===== src/rtl/hsc_pkg.sv =====
package hsc_pkg;
  localparam int unsigned STG_IF = 1;
  localparam int unsigned STG_ID = 2;
  localparam int unsigned STG_EX = 3;
  localparam int unsigned STG_MA = 4;
  localparam int unsigned STG_WB = 5;

  function automatic int unsigned stage_gap(int unsigned avail, int unsigned need);
    return avail - need - 1;
  endfunction

  localparam int unsigned ALU_GAP_NF = stage_gap(STG_WB, STG_ID);
  localparam int unsigned LD_GAP_NF  = stage_gap(STG_WB, STG_ID);
  localparam int unsigned BR_GAP_NF  = stage_gap(STG_WB, STG_IF);
  localparam int unsigned ALU_GAP_FW = stage_gap(STG_EX, STG_ID);
  localparam int unsigned LD_GAP_FW  = stage_gap(STG_MA, STG_ID);
  localparam int unsigned BR_GAP_FW  = stage_gap(STG_EX, STG_IF);

  function automatic int unsigned data_gap(logic fwd, logic ld);
    if (fwd) return ld ? LD_GAP_FW : ALU_GAP_FW;
    return ld ? LD_GAP_NF : ALU_GAP_NF;
  endfunction
endpackage


===== src/rtl/hsc_history.sv =====
module hsc_history #(
  parameter int unsigned REG_AW = 5,
  parameter int unsigned DEPTH  = 2
) (
  input  logic                         clk_i,
  input  logic                         rst_ni,
  input  logic                         push_we_i,
  input  logic [REG_AW-1:0]            push_rd_i,
  input  logic                         push_ld_i,
  output logic [DEPTH-1:0]             we_o,
  output logic [DEPTH-1:0][REG_AW-1:0] rd_o,
  output logic [DEPTH-1:0]             ld_o
);
  // shifts every cycle; bubbles enter as non-writing slots
  for (genvar i = 0; i < DEPTH; i++) begin : g_slot
    if (i == 0) begin : g_head
      always_ff @(posedge clk_i or negedge rst_ni) begin
        if (!rst_ni) begin
          we_o[0] <= 1'b0;
          rd_o[0] <= '0;
          ld_o[0] <= 1'b0;
        end else begin
          we_o[0] <= push_we_i;
          rd_o[0] <= push_rd_i;
          ld_o[0] <= push_ld_i;
        end
      end
    end else begin : g_tail
      always_ff @(posedge clk_i or negedge rst_ni) begin
        if (!rst_ni) begin
          we_o[i] <= 1'b0;
          rd_o[i] <= '0;
          ld_o[i] <= 1'b0;
        end else begin
          we_o[i] <= we_o[i-1];
          rd_o[i] <= rd_o[i-1];
          ld_o[i] <= ld_o[i-1];
        end
      end
    end
  end
endmodule


===== src/rtl/hsc_dep_check.sv =====
module hsc_dep_check
  import hsc_pkg::*;
#(
  parameter int unsigned REG_AW  = 5,
  parameter int unsigned ENTRIES = 3,
  parameter int unsigned CNT_W   = 2
) (
  input  logic                           fwd_i,
  input  logic [1:0][REG_AW-1:0]         src_i,
  input  logic [1:0]                     src_en_i,
  input  logic [ENTRIES-1:0]             ent_we_i,
  input  logic [ENTRIES-1:0][REG_AW-1:0] ent_rd_i,
  input  logic [ENTRIES-1:0]             ent_ld_i,
  output logic [CNT_W-1:0]               need_o
);
  logic [1:0][ENTRIES-1:0][CNT_W-1:0] req;

  // entry e sits e slots ahead of the slot directly in front of the consumer
  for (genvar s = 0; s < 2; s++) begin : g_src
    for (genvar e = 0; e < ENTRIES; e++) begin : g_ent
      logic        hit;
      int unsigned gap;
      assign hit = src_en_i[s] && ent_we_i[e] && (src_i[s] != '0) &&
                   (src_i[s] == ent_rd_i[e]);
      assign gap = data_gap(fwd_i, ent_ld_i[e]);
      assign req[s][e] = (hit && gap > e) ? CNT_W'(gap - e) : '0;
    end
  end

  always_comb begin
    need_o = '0;
    for (int s = 0; s < 2; s++)
      for (int e = 0; e < ENTRIES; e++)
        if (req[s][e] > need_o) need_o = req[s][e];
  end
endmodule


===== src/rtl/hazard_stall_ctrl.sv =====
module hazard_stall_ctrl
  import hsc_pkg::*;
#(
  parameter int unsigned REG_AW     = 5,
  parameter int unsigned HIST_DEPTH = 2,
  parameter int unsigned CNT_W      = $clog2(BR_GAP_NF + 1)
) (
  input  logic              clk_i,
  input  logic              rst_ni,
  input  logic              fwd_en_i,
  input  logic              in_valid_i,
  input  logic [REG_AW-1:0] rs1_i,
  input  logic              rs1_en_i,
  input  logic [REG_AW-1:0] rs2_i,
  input  logic              rs2_en_i,
  input  logic [REG_AW-1:0] rd_i,
  input  logic              rd_we_i,
  input  logic              is_load_i,
  input  logic              is_branch_i,
  output logic              stall_o,
  output logic              squash_o,
  output logic [CNT_W-1:0]  bubbles_o
);
  localparam int unsigned ENTRIES = HIST_DEPTH + 1;

  logic              fwd_q;
  logic              slot_v_q, slot_we_q, slot_ld_q, slot_br_q;
  logic [REG_AW-1:0] slot_rd_q;
  logic [CNT_W-1:0]  cnt_q;
  logic              sq_q;

  logic [HIST_DEPTH-1:0]             h_we, h_ld;
  logic [HIST_DEPTH-1:0][REG_AW-1:0] h_rd;
  logic [ENTRIES-1:0]                ent_we, ent_ld;
  logic [ENTRIES-1:0][REG_AW-1:0]    ent_rd;
  logic [CNT_W-1:0]                  need, br_gap;
  logic                              hold, leave, br_leave, accept;

  // mode captured on clock edges while reset is held
  always_ff @(posedge clk_i) begin
    if (!rst_ni) fwd_q <= fwd_en_i;
  end

  assign hold     = (cnt_q != '0);
  assign leave    = !hold && slot_v_q;
  assign br_leave = leave && slot_br_q;
  assign accept   = !hold && !br_leave && in_valid_i;
  assign br_gap   = fwd_q ? CNT_W'(BR_GAP_FW) : CNT_W'(BR_GAP_NF);

  assign ent_we = {h_we, slot_v_q & slot_we_q};
  assign ent_rd = {h_rd, slot_rd_q};
  assign ent_ld = {h_ld, slot_ld_q};

  hsc_history #(.REG_AW(REG_AW), .DEPTH(HIST_DEPTH)) u_hist (
    .clk_i     (clk_i),
    .rst_ni    (rst_ni),
    .push_we_i (leave && slot_we_q),
    .push_rd_i (slot_rd_q),
    .push_ld_i (slot_ld_q),
    .we_o      (h_we),
    .rd_o      (h_rd),
    .ld_o      (h_ld)
  );

  hsc_dep_check #(.REG_AW(REG_AW), .ENTRIES(ENTRIES), .CNT_W(CNT_W)) u_dep (
    .fwd_i    (fwd_q),
    .src_i    ({rs2_i, rs1_i}),
    .src_en_i ({rs2_en_i, rs1_en_i}),
    .ent_we_i (ent_we),
    .ent_rd_i (ent_rd),
    .ent_ld_i (ent_ld),
    .need_o   (need)
  );

  always_ff @(posedge clk_i or negedge rst_ni) begin
    if (!rst_ni) begin
      slot_v_q  <= 1'b0;
      slot_we_q <= 1'b0;
      slot_ld_q <= 1'b0;
      slot_br_q <= 1'b0;
      slot_rd_q <= '0;
      cnt_q     <= '0;
      sq_q      <= 1'b0;
    end else if (hold) begin
      cnt_q <= cnt_q - CNT_W'(1);
    end else if (br_leave) begin
      slot_v_q <= 1'b0;
      cnt_q    <= br_gap;
      sq_q     <= 1'b1;
    end else if (accept) begin
      slot_v_q  <= 1'b1;
      slot_we_q <= rd_we_i;
      slot_ld_q <= is_load_i;
      slot_br_q <= is_branch_i;
      slot_rd_q <= rd_i;
      cnt_q     <= need;
      sq_q      <= 1'b0;
    end else begin
      slot_v_q <= 1'b0;
    end
  end

  assign stall_o   = hold && !sq_q;
  assign squash_o  = hold && sq_q;
  assign bubbles_o = cnt_q;
endmodule


===== config.mk =====
export PLATFORM = sky130hd
export DESIGN_NAME = hazard_stall_ctrl
export DESIGN_NICKNAME = d
export VERILOG_FILES = /design/src/rtl/hsc_pkg.sv /design/src/rtl/hsc_history.sv /design/src/rtl/hsc_dep_check.sv /design/src/rtl/hazard_stall_ctrl.sv
export SDC_FILE = /design/constraint.sdc
export NUM_CORES = 1
export LEC_CHECK = 0
export BUFFER_PORTS_ARGS = -buffer_cell sky130_fd_sc_hd__buf_2
export CORE_UTILIZATION = 37
export DETAILED_ROUTE_END_ITERATION = 7
export GPL_TIMING_DRIVEN = 0
export PLACE_DENSITY = 0.55
export SLEW_MARGIN = 5
export SYNTH_ARGS = -nofsm -noshare
export SYNTH_HDL_FRONTEND = slang
export SYNTH_SLANG_ARGS = --single-unit

===== constraint.sdc =====
create_clock -name clk_i -period 7.6 [get_ports clk_i]
set_clock_uncertainty 0.1 [all_clocks]
set_input_delay 1.52 -clock clk_i [delete_from_list [all_inputs] [get_ports clk_i]]
set_output_delay 1.52 -clock clk_i [all_outputs]
set_load 0.005 [all_outputs]

# Yosys cells after proc, flatten, opt, wreduce, memory -nomap -nowiden
# Cells that the tools add are included.
# word_totals
regBits,27
in_bits,24
elab_cells,106
# classes
n_addsub,3
n_lt_le_gt_ge,9
n_eq_ne,6
muxes,30
bitwise,3
n_reduce_logical,41
# ops
op,n
$mux W32,6
$gt A32 B1 Y1 const B,2
$gt A32 B2 Y1 const B,1
$mux W2,16
$logic_and A1 B1 Y1,31
$eq A5 B5 Y1,6
$gt A2 B2 Y1,5
$reduce_bool A5 Y1,2
$mux W1,8
$reduce_bool A2 Y1,2
$sub A2 B1 Y2 const B,2
$logic_not A1 Y1,3
$reduce_and A3 Y1,1
$reduce_bool A3 Y1,1
$gt A2 B1 Y1 const B,1
$not A1 Y1,2
$reduce_and A2 Y1,1
$sub A2 B2 Y2 const B,1
$and A1 B1 Y1,1

# Logic depth before layout (Yosys ltp)
# Gate-level depths: netlist of the first run.
# logic_depth
depth_word,21
ltp_mapped,32
depth_no_buf,32

# Cells and area by module
# From an unflattened synthesis of the first run, not the netlist that was laid out.
# hier_totals
cells_unflattened,143
hier_area_um2,1575.3
# modules_own_cells
mod,instances,cells_each,area_per_inst_um2,seq_area_each_um2
hsc_dep_check,1,90,684.4,0.0
hazard_stall_ctrl,1,39,540.5,330.3
hsc_history,1,14,350.3,350.3

# Least setup slack after synthesis of the first run
# No wires, ideal clock.
# synth_path
path_type,input to register
start,in rs1_i[3]
end,reg cnt_q[0] (netlist: bubbles_o[0])
setup_time_ns,0.073
arrival_ns,5.882
slack_ns,1.544
path_stages,29
path_buffers,0
path_cell_list,xor2_1 nor4_1 nand4_1 or2_1 ha_1 nor2_1 o22ai_1 nand4_1 nand2_1 ha_1 inv_1 o22ai_1 and2_1 ha_1 inv_1 o22ai_1 nand2_1 a21oi_4 or2_1 ha_1 a21oi_2 a21oi_1 ha_1 inv_1 o22ai_1 nand2_1 a21oi_2 o31ai_2 a21oi_2
# synth_between
elab_chain_len,20
elab_cells_between_ends,31
cone_classes,6 x order compare; 3 x eq/ne; 12 x mux; 10 x reduce/logical
# synth_lines
item,line_no,rtl
"start, declared",hazard_stall_ctrl.sv:12,"input logic [REG_AW-1:0] rs1_i,"
$reduce_bool A5 Y1,hsc_dep_check.sv:23,assign hit = src_en_i[s] && ent_we_i[e] && (src_i[s] != '0) &&
$logic_and A1 B1 Y1 (2 in series),hsc_dep_check.sv:23,
$logic_and A1 B1 Y1,hsc_dep_check.sv:26,assign req[s][e] = (hit && gap > e) ? CNT_W'(gap - e) : '0;
$mux W2,hsc_dep_check.sv:26,
$gt A2 B1 Y1,hsc_dep_check.sv:34,if (req[s][e] > need_o) need_o = req[s][e];
$mux W2,hsc_dep_check.sv:34,
$gt A2 B2 Y1,hsc_dep_check.sv:34,
$mux W2,hsc_dep_check.sv:34,
[... 3 more ...],-,
$mux W2 (*),hsc_dep_check.sv:34,
$gt A2 B2 Y1,hsc_dep_check.sv:34,
$mux W2 (*),hsc_dep_check.sv:34,
$gt A2 B2 Y1,hsc_dep_check.sv:34,
$mux W2 (*),hsc_dep_check.sv:34,
$mux W2 (*),hazard_stall_ctrl.sv:90,end else if (accept) begin
$mux W2 (*),hazard_stall_ctrl.sv:86,end else if (br_leave) begin
$mux W2 (*),hazard_stall_ctrl.sv:84,end else if (hold) begin
"end signal, assigned",hazard_stall_ctrl.sv:85,cnt_q <= cnt_q - CNT_W'(1);
"end signal, assigned",hazard_stall_ctrl.sv:88,cnt_q <= br_gap;
"end signal, assigned",hazard_stall_ctrl.sv:96,cnt_q <= need;
"end, declared",hazard_stall_ctrl.sv:29,logic [CNT_W-1:0] cnt_q;
# Mark *: on every way between the ends. The rest lies on a longest branch, timed or not. The select of a mux whose other input is x is not followed.
# A chain may end at the register's enable or synchronous reset.

# Worst setup path in the final report of the first run
# Same ends and word-level chain as after synthesis.

==> results of run 1 <==
-- synth_stat cells (2+ instances only) --
master	instances	area, µm²
o22ai_1	4	25.0
nor3_1	4	20.0
or4_1	3	22.5
nand2_1	11	41.3
a21oi_1	2	10.0
or2_1	2	12.5
nor2_1	12	45.0
mux2_2	8	90.1
conb_1	2	7.51
nand3_1	2	10.0
dfrtp_1	18	450
xor2_1	12	105
xnor2_1	8	70.1
ha_1	15	188
nor4_1	2	12.5
inv_1	7	26.3
nand4_1	6	37.5
a21oi_2	3	26.3
-- metrics by stage --
step | instances | setup slack [ns] | hold slack, ns | util (%) | power (W)
2_1_floorplan | 147 | 1.54 | 0.323 | - | 0.000313
3_3_place_gp | 220 | 1.05 | 0.359 | 46.3 | 0.000361
3_5_place_dp | 220 | 0.967 | 0.363 | 46.3 | 0.000367
4_1_cts | 224 | 1.21 | 0.378 | 47.6 | 0.000435
5_1_grt | 224 | 0.609 | 0.396 | 47.6 | 0.000467
6_report | 224 | 1.24 | 0.371 | 47.6 | 0.000429
-- worst min path at each step --
stage,start,to,slack (ns)
4_1_cts,slot_rd_q[0],u_hist.rd_o[0],0.38
3_3_place_gp,slot_rd_q[0],u_hist.rd_o[0],0.36
2_1_floorplan,slot_rd_q[2],u_hist.rd_o[2],0.32
3_5_place_dp,slot_rd_q[0],u_hist.rd_o[0],0.36
6_report,slot_rd_q[2],u_hist.rd_o[2],0.37
5_1_grt,slot_rd_q[0],u_hist.rd_o[0],0.40
-- metal layers --
layer / global-route usage, % / up-vias
met1: 19.7 / 489
met3: 1.09 / 5
li1: - / 553
met5: 0 / -
met2: 23.0 / 13
met4: 6.10 / 0
-- registers in the layout, indices dropped and copies added (netlist names) --
signal	count
slot_rd_q	5
u_hist.rd_o	5
bubbles_o	2
fwd_q	1
slot_br_q	1
slot_ld_q	1
slot_v_q	1
slot_we_q	1
sq_q	1
u_hist.we_o	1
-- cell usage in the layout, fill, tap and decap left out, types with 3 or more instances in the layout --
master    count
xor2_1       12
a21oi_2       3
mux2_2        8
nand4_1       6
buf_2        27
inv_1         7
xnor2_1       8
o22ai_1       4
dfrtp_1      18
or4_1         3
nand2_1      11
ha_1         15
conb_1       10
clkbuf_8      3
nor3_1        4
nor2_1       12
-- power breakdown --
group          switching (W)  total (W)  internal (W)  leakage, nW
Sequential         0.0000540   0.000204      0.000150        0.227
Combinational      0.0000723   0.000159     0.0000867        0.529
Clock              0.0000297  0.0000669     0.0000372       0.0228
Total               0.000156   0.000429      0.000273        0.779
-- cell families (layout without fill, tap and decap cells) --
group / after synthesis / after routing / synth area share, %
XOR/XNOR: 20 / 20 / 12.8
buffers and inverters: 7 / 38 / 1.92
AND/OR/NAND/NOR: 52 / 52 / 20.2
flip-flops: 19 / 19 / 35.0
adder cells (fa/ha/maj): 15 / 15 / 13.7
multiplexers: 8 / 8 / 6.57
AO/OA/AOI/OAI: 16 / 16 / 9.31
other: 2 / 10 / 0.548
-- cell type report --
class / instances / area [µm²]
repair buffers: 27 / 135
fillers: 351 / 1800
inverters: 7 / 26.3
well taps: 46 / 57.6
flip-flops and latches: 19 / 480
multi-input cells: 121 / 895
clock buffers: 4 / 45.0
==> impl_metrics.yaml, run 1 <==
worst_setup_path:
  cpMostUsedCell: "ha_1"
  r2r_cells: 32
  crit_required_ns: 7.68
  crit_end: "bubbles_o[0]"
  rr_endpoint: "bubbles_o[0]"
  cpPeakStageDelay_ns: 0.41
  reg2reg_from: "slot_rd_q[3]"
  crit_buf_inv: 4
  path_max_fanout: 4
  start_kind: "primary input"
  r2r_setup_slack_ns: 2.16
  cp_slowest_cell: "nor4_1"
  cp.arrival_ns: 6.44
  startpoint: "rs1_i[3]"
  cp-end-kind: "flop"
  crit_cells: 33
  critical_path_class: "primary input to flop"
  cp_top_family: "simple AND/OR/NAND/NOR gates"
placement:
  dpl_cell_area_um2: 1590
  port_buffers: 27
  gp_congestion: 0.836
  dpl.hpwl_mm: 2.20
cells_and_area:
  syn_to_final_growth_pct: 19.5
  fin_area_um2: 1640
  antenna_cells: 0
  drive_gt1_share_pct: 26.4
  finish.net_count: 218
die:
  die_area_um2: 3950
  core_area_um2: 3440
  rows: 21
  die_y_um: 62.9
  start_util_pct: 39.8
  dieWidth_um: 62.9
  ioPinCount: 28
route:
  drcViolationCount: 0
  wl_met1_mm: 1.20
  totalWireLength_mm: 2.49
  maxUsedRoutingLayer: "met4"
  wl_met2_mm: 1.20
  wl_per_cell_um: 11.1
  antenna_left: 0
  route.met3.wl_um: 43
  via_per_inst: 4.73
  num_vias: 1060
  drt-initial-drc-count: 22
  drtPass1Iterations: 4
synthesis:
  ys_warn_count: 0
  syn_inst: 139
  yosys_register_bits: 19
  synth_edf_count: 1
  syn_area_um2: 1370
  ys_types: 36
  yosys_most_used_dff: "dfrtp_1"
  async_flop_share_pct: 94.7
  yosysSeqAreaShare_pct: 35.0
  syn_area_per_cell_um2: 9.87
sta:
  setup_violations: 0
  fmax_ghz: 0.157
  rsz0062_at_grt: "false"
  drv_slew: 0
  final.setup.tns_ns: 0
  layout_min_cycle_time_ns: 6.36
  timing.final.crit_share_pct: 83.6
  hold_viol: 0
hold_path:
  whs_path_depth: 0
  min_path_type: "flop to flop"
clock_network:
  hold_buffers: 0
  cts_setup_buffers: 0
  clk_latency_ns: 0.25
  cts_root_buf: "clkbuf_8"
  cts_htree_levels: 1
  cts.repair.resized: 0
  cts_sinks: 19
  cts_max_path_buffers: 2
  cts_tree: "yes"
  clk_pin_slew_ns: 0.06
  numCtsBuffers: 3
global_routing:
  grt_antenna_before_repair: 0
  grt_pass1_wl_mm: 4.56
  grt_overflow: 0
  grt_max_degree: 20
  grtUsageTotal_pct: 14.3
  grt_pass1_vias: 1045
power:
  peakVddDrop_mv: 0.160
  powerDensity_nw_per_um2: 262
  leakage_nw: 0.779
run:
  cap_viol_max_count: 0
status:
  run_status: "completed"
Note: power is estimated with default switching activity, not from simulation.
==> run 2: changes to the inputs <==
--- a/config.mk
+++ b/config.mk
@@ -5,11 +5,12 @@
 export SDC_FILE = /design/constraint.sdc
 export NUM_CORES = 1
 export LEC_CHECK = 0
+export ABC_AREA = 1
 export BUFFER_PORTS_ARGS = -buffer_cell sky130_fd_sc_hd__buf_2
 export CORE_UTILIZATION = 37
 export DETAILED_ROUTE_END_ITERATION = 7
 export GPL_TIMING_DRIVEN = 0
-export PLACE_DENSITY = 0.55
+export PLACE_DENSITY = 0.54
 export SLEW_MARGIN = 5
 export SYNTH_ARGS = -nofsm -noshare
 export SYNTH_HDL_FRONTEND = slang
==> constraint.sdc (replaced) <==
create_clock -name clk_i -period 6.1 [get_ports clk_i]
set_clock_uncertainty 0.1 [all_clocks]
set_input_delay 1.22 -clock clk_i [delete_from_list [all_inputs] [get_ports clk_i]]
set_output_delay 1.22 -clock clk_i [all_outputs]
set_load 0.005 [all_outputs]
==> run 2 against run 1 <==
Sequential share of layout area decreased by 1.5 points. Count of clock-buffer cells in the layout unchanged. Flip-flop and latch count unchanged. Critical path depth increased by 3. Setup slack got worse by 0.41 ns. Combinational power increased by 48%. Die area increased by 5.9%.
==> impl_metrics.yaml, run 2 <==
clock_network:
  numCtsBuffers: 3
  cts.repair.resized: 0
  clk_latency_ns: 0.25
  cts_htree_levels: 1
  cts_root_buf: "clkbuf_8"
  cts_max_path_buffers: 2
  cts_setup_buffers: 0
  cts_tree: "yes"
  cts_sinks: 19
  hold_buffers: 0
  clk_pin_slew_ns: 0.07
placement:
  dpl_cell_area_um2: 1680
  dp_slack_ns: 0.593
  gp_congestion: 0.815
  port_buffers: 27
  dpl.hpwl_mm: 2.52
cells_and_area:
  mostFrequentLayoutCells: "30 x nand2_1, 27 x buf_2, 24 x inv_1, 20 x nor2_1, 18 x dfrtp_1"
  final_util_pct: 46.4
  final_common_cell: "nand2_1"
  fin_area_um2: 1730
  finish.net_count: 257
  antenna_cells: 0
  nFillCells: 388
  syn_to_final_growth_pct: 18.6
  drive_gt1_share_pct: 21.7
sta:
  rsz0062_at_grt: "false"
  setup_violations: 0
  fmax_ghz: 0.190
  hold_viol: 0
  timing.final.crit_share_pct: 86.3
  drv_slew: 0
  layout_setup_ws_ns: 0.835
  layout_min_cycle_time_ns: 5.26
  final.setup.tns_ns: 0
route:
  drt-initial-drc-count: 20
  num_vias: 1199
  antenna_left: 0
  via_per_inst: 4.52
  wl_per_cell_um: 11.2
  totalWireLength_mm: 2.96
  drtPass1Iterations: 4
  drcViolationCount: 0
worst_setup_path:
  start_kind: "primary input"
  path_max_fanout: 3
  crit_required_ns: 6.19
  cp-end-kind: "flop"
  cp_slowest_cell: "ha_1"
  critical_path_class: "primary input to flop"
  cp.arrival_ns: 5.35
  cpMostUsedCell: "nand2_1"
  cpPeakStageDelay_ns: 0.30
power:
  p_sw_w: 0.000222
  peakVddDrop_mv: 0.173
  switching_share_pct: 39.8
  leakage_nw: 0.901
  pwr-share-comb_pct: 42.1
  p_int_w: 0.000336
  power_frac_clock_pct: 15.2
  pwr-share-seq_pct: 42.7
  powerDensity_nw_per_um2: 323
synthesis:
  yosys_register_bits: 19
  syn_area_per_cell_um2: 8.17
  syn_area_um2: 1460
  syn_inst: 178
  ys_top_cells_by_area: "dfrtp_1 31%, ha_1 13%, nand2_1 7.7%, inv_1 6.2%, xnor2_1 6.0%"
  synth_common_cells: "30 x nand2_1, 24 x inv_1, 20 x nor2_1"
  synthMostInstantiatedCell: "nand2_1"
  yosys_most_used_dff: "dfrtp_1"
  async_flop_share_pct: 94.7
  ys_warn_count: 0
  ys_types: 33
  synth_edf_count: 1
  yosysSeqAreaShare_pct: 33.0
  yosysTopAreaCellShare_pct: 31.0
  synth_largest_area_cell: "dfrtp_1"
die:
  core_area_um2: 3720
  dieWidth_um: 64.7
  ioPinCount: 28
  rows: 22
  die_area_um2: 4190
  start_util_pct: 39.2
  die_y_um: 64.7
global_routing:
  grt_antenna_before_repair: 0
  grt_pass1_wl_mm: 5.14
  grt_overflow: 0
  grt_pass1_vias: 1226
  grtUsageTotal_pct: 15.7
  grt_max_degree: 20
status:
  run_status: "completed"
run:
  cap_viol_max_count: 0
hold_path:
  min_path_type: "flop to flop"
## run 2: final timing paths
kind | from | endpoint | slack (ns) | cells past startpoint
worst max-delay path | rs1_i[2] | bubbles_o[0] | 0.84 | 36
min in group asynchronous | rst_ni | slot_rd_q[4] | 0.79 | 1
worst min-delay path | slot_rd_q[4] | u_hist.rd_o[4] | 0.34 | 0
worst max register to register | fwd_q | bubbles_o[0] | 1.43 | 34
max in group asynchronous | rst_ni | slot_rd_q[2] | 4.83 | 1
worst min register to register | slot_rd_q[4] | u_hist.rd_o[4] | 0.34 | 0
## run 2: logic make-up (layout without fill, tap and decap cells)
group	Yosys count	count (layout)	synth area share, %
buffers and inverters	28	59	7.22
DFF	19	19	33.0
and+or+nand+nor	79	79	27.2
other	2	10	0.516
adders and majority gates	15	15	12.9
xor gates and xnor gates	16	16	9.63
muxes	4	4	3.10
AOI/OAI and AO/OA	15	15	6.45
## run 2: power groups by stage
stage	clock, W	sequential [W]	combinational (W)
3_3_place_gp	0	0.000237	0.000232
3_5_place_dp	0	0.000241	0.000236
4_1_cts	0.0000874	0.000238	0.000238
6_report	0.0000848	0.000238	0.000235
2_1_floorplan	0	0.000225	0.000180
5_1_grt	0.0000943	0.000247	0.000271
## run 2: layout make-up
cell class              count  area, µm²  share of cell area, %
repair buffers             27        135                   7.83
flip-flops and latches     19        480                   27.8
clock buffers               4       45.0                   2.61
well taps                  48       60.1                   3.48
inverters                  27        101                   5.87
multi-input cells         139        900                   52.1
plain buffers               1       3.75                  0.218
## run 2: stage by stage
stage / power (W) / std cells / hold slack (ns)
floorplan: 0.000405 / 186 / 0.293
finish: 0.000558 / 265 / 0.343
global placement: 0.000469 / 261 / 0.319
global route: 0.000612 / 265 / 0.369
CTS: 0.000563 / 265 / 0.338
detailed placement: 0.000477 / 261 / 0.323
## run 2: layer usage
layer	global-route usage [%]	up-vias	wire, µm
met5	0	-	0
met4	5.00	0	38
met3	1.58	6	50
met2	28.6	15	1480
met1	19.0	545	1400
li1	-	633	-
## run 2: critical path: cells and delay by family
kind                       cells  cell delay, ns
adders and majority gates      5            1.23
AOI/OAI and AO/OA              7            1.05
buffers and inverters          7            0.41
and+or+nand+nor               17            1.41
